[src/rtl/i2c_rxc_pkg.sv]
package i2c_rxc_pkg;
  localparam int unsigned CNT_W = 8;
  localparam int unsigned REG_W = 16;

  typedef struct packed {
    logic             ext;
    logic [CNT_W-1:0] cnt;
  } rxc_ctl_t;
endpackage

[src/rtl/rxc_ctl_reg.sv]
module rxc_ctl_reg
  import i2c_rxc_pkg::*;
#(
  parameter int unsigned RW = REG_W
) (
  input  logic          clk_i,
  input  logic          rst_ni,
  input  logic          we_i,
  input  logic [RW-1:0] wdata_i,
  output rxc_ctl_t      ctl_o,
  output logic [RW-1:0] rdata_o
);
  localparam int unsigned CW = $bits(rxc_ctl_t);

  rxc_ctl_t ctl_q;

  always_ff @(posedge clk_i or negedge rst_ni) begin
    if (!rst_ni)   ctl_q <= '0;
    else if (we_i) ctl_q <= rxc_ctl_t'(wdata_i[CW-1:0]);
  end

  assign ctl_o   = ctl_q;
  assign rdata_o = {{(RW-CW){1'b0}}, ctl_q};
endmodule

[src/rtl/rxc_byte_cnt.sv]
module rxc_byte_cnt
  import i2c_rxc_pkg::*;
#(
  parameter int unsigned W = CNT_W
) (
  input  logic         clk_i,
  input  logic         rst_ni,
  input  logic         clr_i,
  input  logic         inc_i,
  output logic [W-1:0] cnt_o
);
  logic [W-1:0] cnt_q;

  // clear wins over increment; natural wrap gives modulo 2**W
  always_ff @(posedge clk_i or negedge rst_ni) begin
    if (!rst_ni)     cnt_q <= '0;
    else if (clr_i)  cnt_q <= '0;
    else if (inc_i)  cnt_q <= cnt_q + 1'b1;
  end

  assign cnt_o = cnt_q;
endmodule

[src/rtl/rxc_last_det.sv]
module rxc_last_det
  import i2c_rxc_pkg::*;
#(
  parameter int unsigned W = CNT_W
) (
  input  logic         clk_i,
  input  logic         rst_ni,
  input  logic         byte_i,
  input  logic         ext_i,
  input  logic [W-1:0] cur_i,
  input  logic [W-1:0] prog_i,
  output logic         last_o
);
  logic last_q;

  always_ff @(posedge clk_i or negedge rst_ni) begin
    if (!rst_ni) last_q <= 1'b0;
    else         last_q <= byte_i && !ext_i && (cur_i == prog_i);
  end

  assign last_o = last_q;
endmodule

[src/rtl/i2c_rx_byte_counter.sv]
module i2c_rx_byte_counter
  import i2c_rxc_pkg::*;
(
  input  logic             clk_i,
  input  logic             rst_ni,
  input  logic             cfg_we_i,
  input  logic [REG_W-1:0] cfg_wdata_i,
  output logic [REG_W-1:0] cfg_rdata_o,
  input  logic             byte_rx_i,
  output logic [CNT_W-1:0] cur_cnt_o,
  output logic             last_byte_o
);
  rxc_ctl_t   ctl;
  logic       byte_ok;

  // a write in the same cycle as a strobe discards the strobe
  assign byte_ok = byte_rx_i && !cfg_we_i;

  rxc_ctl_reg #(.RW(REG_W)) u_ctl (
    .clk_i   (clk_i),
    .rst_ni  (rst_ni),
    .we_i    (cfg_we_i),
    .wdata_i (cfg_wdata_i),
    .ctl_o   (ctl),
    .rdata_o (cfg_rdata_o)
  );

  rxc_byte_cnt #(.W(CNT_W)) u_cnt (
    .clk_i  (clk_i),
    .rst_ni (rst_ni),
    .clr_i  (cfg_we_i),
    .inc_i  (byte_ok),
    .cnt_o  (cur_cnt_o)
  );

  rxc_last_det #(.W(CNT_W)) u_last (
    .clk_i  (clk_i),
    .rst_ni (rst_ni),
    .byte_i (byte_ok),
    .ext_i  (ctl.ext),
    .cur_i  (cur_cnt_o),
    .prog_i (ctl.cnt),
    .last_o (last_byte_o)
  );
endmodule

[config.mk]
export PLATFORM = sky130hd
export DESIGN_NAME = i2c_rx_byte_counter
export DESIGN_NICKNAME = d
export VERILOG_FILES = /design/src/rtl/i2c_rxc_pkg.sv /design/src/rtl/rxc_ctl_reg.sv /design/src/rtl/rxc_byte_cnt.sv /design/src/rtl/rxc_last_det.sv /design/src/rtl/i2c_rx_byte_counter.sv
export SDC_FILE = /design/constraint.sdc
export NUM_CORES = 1
export LEC_CHECK = 0
export BUFFER_PORTS_ARGS = -buffer_cell sky130_fd_sc_hd__buf_2
export CORE_MARGIN = 3
export CORE_UTILIZATION = 47
export CTS_CLUSTER_DIAMETER = 200
export DETAILED_ROUTE_END_ITERATION = 6
export PLACE_DENSITY = 0.82
export SYNTH_ARGS = -nofsm -noshare
export SYNTH_HDL_FRONTEND = slang
export SYNTH_SLANG_ARGS = --single-unit
[constraint.sdc]
create_clock -name clk_i -period 3.15 [get_ports clk_i]
set_input_delay 0.4725 -clock clk_i [delete_from_list [all_inputs] [get_ports clk_i]]
set_output_delay 0.4725 -clock clk_i [all_outputs]
set_load 0.02 [all_outputs]
==> out/qor.yml <==
outcome:
  status: "finished clean"
clocking:
  cts_buffers: 3
  holdBufCountCts: 0
  cts_setup_buffers: 0
  cts-root-buf: "clkbuf_4"
  cts_sinks: 18
  htree_levels: 1
  clk_pin_slew_ns: 0.09
  clkLatencyLatePin_ns: 0.28
  clk_path_buf_depth: 2
  cts_tree: "built"
  cts.repair.resized: 0
floorplan:
  dieWidth_um: 49.51
  start_util: 0.5043
  io_pins: 45
  dieArea_um2: 2451
  core_area_um2: 1764
  die_h_um: 49.51
  fp-row-count: 15
routing:
  ant_nets: 0
  firstDrtPassIters: 4
  drt-initial-drc-count: 7
  vias: 634
  routed_wl_um: 1635
  drc: 0
  avgRoutedWirePerCell_um: 12.48
  viasPerCell: 4.840
power:
  power_density_nw_per_um2: 439.5
  vdd_ir_drop_max_mv: 0.2898
  total_power_mw: 0.4564
  p_leak_nw: 0.5002
synth:
  synth_compound_area_frac: 0.03376
  yosysSeqAreaShare: 0.5063
  synthCells: 78
  synth_fa_ha_area_frac: 0.01406
  yosys.area_share.simple: 0.1111
  yosys.area_share.xor_xnor: 0.1181
  synth_mux_area_frac: 0.1252
  synth_area_um2: 889.6
  postSynthAreaPerCell_um2: 11.41
  ys.warnings.count: 0
  synth_top_family_by_area: "multiplexers"
  ys_seq_elements: 18
  yosysUniqueCellTypes: 20
sta:
  rsz0062_at_grt: "no"
  slew_viol_final: 0
  skew_ns: 0.001846
  setup-violations-final: 0
  timing.fmax_ghz: 0.6917
  fin_crit_sh: 0.4590
  whs_ns: 0.09760
  post-route-min-period_ns: 1.446
  postLayoutSetupSlackWorst_ns: 1.704
  fin_tns_setup_ns: 0
  hold_viol: 0
global_route:
  grt_usage: 0.1484
  grt_pass1_vias: 650
  grt_max_degree: 19
  antenna_found_initial: 0
  grt_first_pass_wirelength_um: 2815
  overflow: 0
worst_setup_path:
  critPathBufInv: 1
  critPathCaptureType: "output port"
  crit_chain: "buf_2"
  crit_start: "u_cnt.cnt_o[3]"
  critical-path-top-delay-family: "flip-flops"
  r2r_start: "u_cnt.cnt_o[0]"
  cp_slowest_cell: "dfrtp_1"
  crit_required_ns: 2.68
  worstSetupPathType: "flop to output port"
  slowest_delay_ns: 0.48
  crit_fanout: 6
  start_kind: "flop"
  arrival_ns: 0.97
placed_design:
  place_congestion: 0.7194
  dp_cells: 128
  port_buffers: 30
  place_area_um2: 1016
  dpl_worst_slack_ns: 1.708
finish:
  final_area_um2: 1039
  fin_util: 0.5887
  final_cells: 131
  area_delta_synth_final_pct: 16.74
  fillers: 169
  nNetsFinal: 129
  drive_gt1_frac: 0.3962
  diodes: 0
min_path:
  hold_class: "input port to async pin"
job:
  max_cap_viol_count: 0
==> placed cells by master, fill, tap and decap left out <==
master,synthesis,routed
a21oi_1,3,3
buf_2,2,30
clkbuf_4,0,3
conb_1,1,7
dfrtp_1,18,18
ha_1,1,1
mux2_1,1,1
mux2_2,8,8
mux2i_1,1,1
nand2_1,3,3
nand3_1,2,2
nand4_1,3,3
nand4_2,1,1
nor2_1,6,6
nor3_1,1,1
o21ai_0,2,2
o21ai_1,1,1
or3_1,3,3
xnor2_1,9,9
xor2_1,3,3
==> power breakdown <==
| group | internal (mW) | leakage [nW] | switching, mW |
|---|---|---|---|
| logic | 0.0374 | 0.257 | 0.0523 |
| clock network | 0.0443 | 0.0138 | 0.0626 |
| registers | 0.245 | 0.229 | 0.0147 |
| total | 0.327 | 0.500 | 0.130 |
==> flip-flops by register name, summed over array words and instances, names as in the netlist <==
| register | cells |
|---|---|
| u_cnt.cnt_o | 8 |
| u_ctl.ctl_o | 9 |
| u_last.last_o | 1 |
==> Yosys cell counts <==
master   number  area [um^2]
o21ai_0       2        10.01
nor2_1        6        22.52
nand4_2       1        12.51
xor2_1        3        26.28
mux2_1        1        11.26
mux2_2        8        90.09
xnor2_1       9        78.83
a21oi_1       3        15.01
nand2_1       3        11.26
ha_1          1        12.51
mux2i_1       1        10.01
dfrtp_1      18        450.4
nand3_1       2        10.01
buf_4         9        67.56
buf_2         2        10.01
nand4_1       3        18.77
o21ai_1       1        5.000
or3_1         3        18.77
conb_1        1        3.750
nor3_1        1        5.000
==> per-layer routing <==
metal,routed length (um),track usage,vias up
met5,0,0,-
met4,14,0.05530,0
met3,109,0.03021,2
met2,834,0.2589,26
met1,676,0.1797,302
li1,-,-,304
==> layout make-up <==
type,instances,area (um^2),share of cell area
clock buffers,3,22.52,0.02169
repair buffers,30,150.1,0.1446
well taps,25,31.28,0.03012
flip-flops and latches,18,450.4,0.4337
multi-input cells,55,384.1,0.3699
==> kinds of logic (layout without fill, tap and decap cells) <==
| logic type | after synthesis | count (layout) |
|---|---|---|
| AO/OA/AOI/OAI | 6 | 6 |
| XOR/XNOR | 12 | 12 |
| adder cells (fa/ha/maj) | 1 | 1 |
| buffers and inverters | 11 | 33 |
| flip-flops | 18 | 18 |
| multiplexers | 10 | 10 |
| other | 1 | 7 |
| AND/OR/NAND/NOR | 19 | 19 |
==> final timing paths <==
kind	to	slack, ns	depth (start not counted)
min	u_cnt.cnt_o[7]	0.1	1
min reg2reg	u_ctl.ctl_o[6]	0.54	1
min in group clk_i	u_ctl.ctl_o[6]	0.41	2
max	cur_cnt_o[3]	1.70	1
max in group asynchronous	u_ctl.ctl_o[2]	2.78	1
max reg2reg	u_cnt.cnt_o[6]	1.76	4
(Power assumes the default switching activity.)
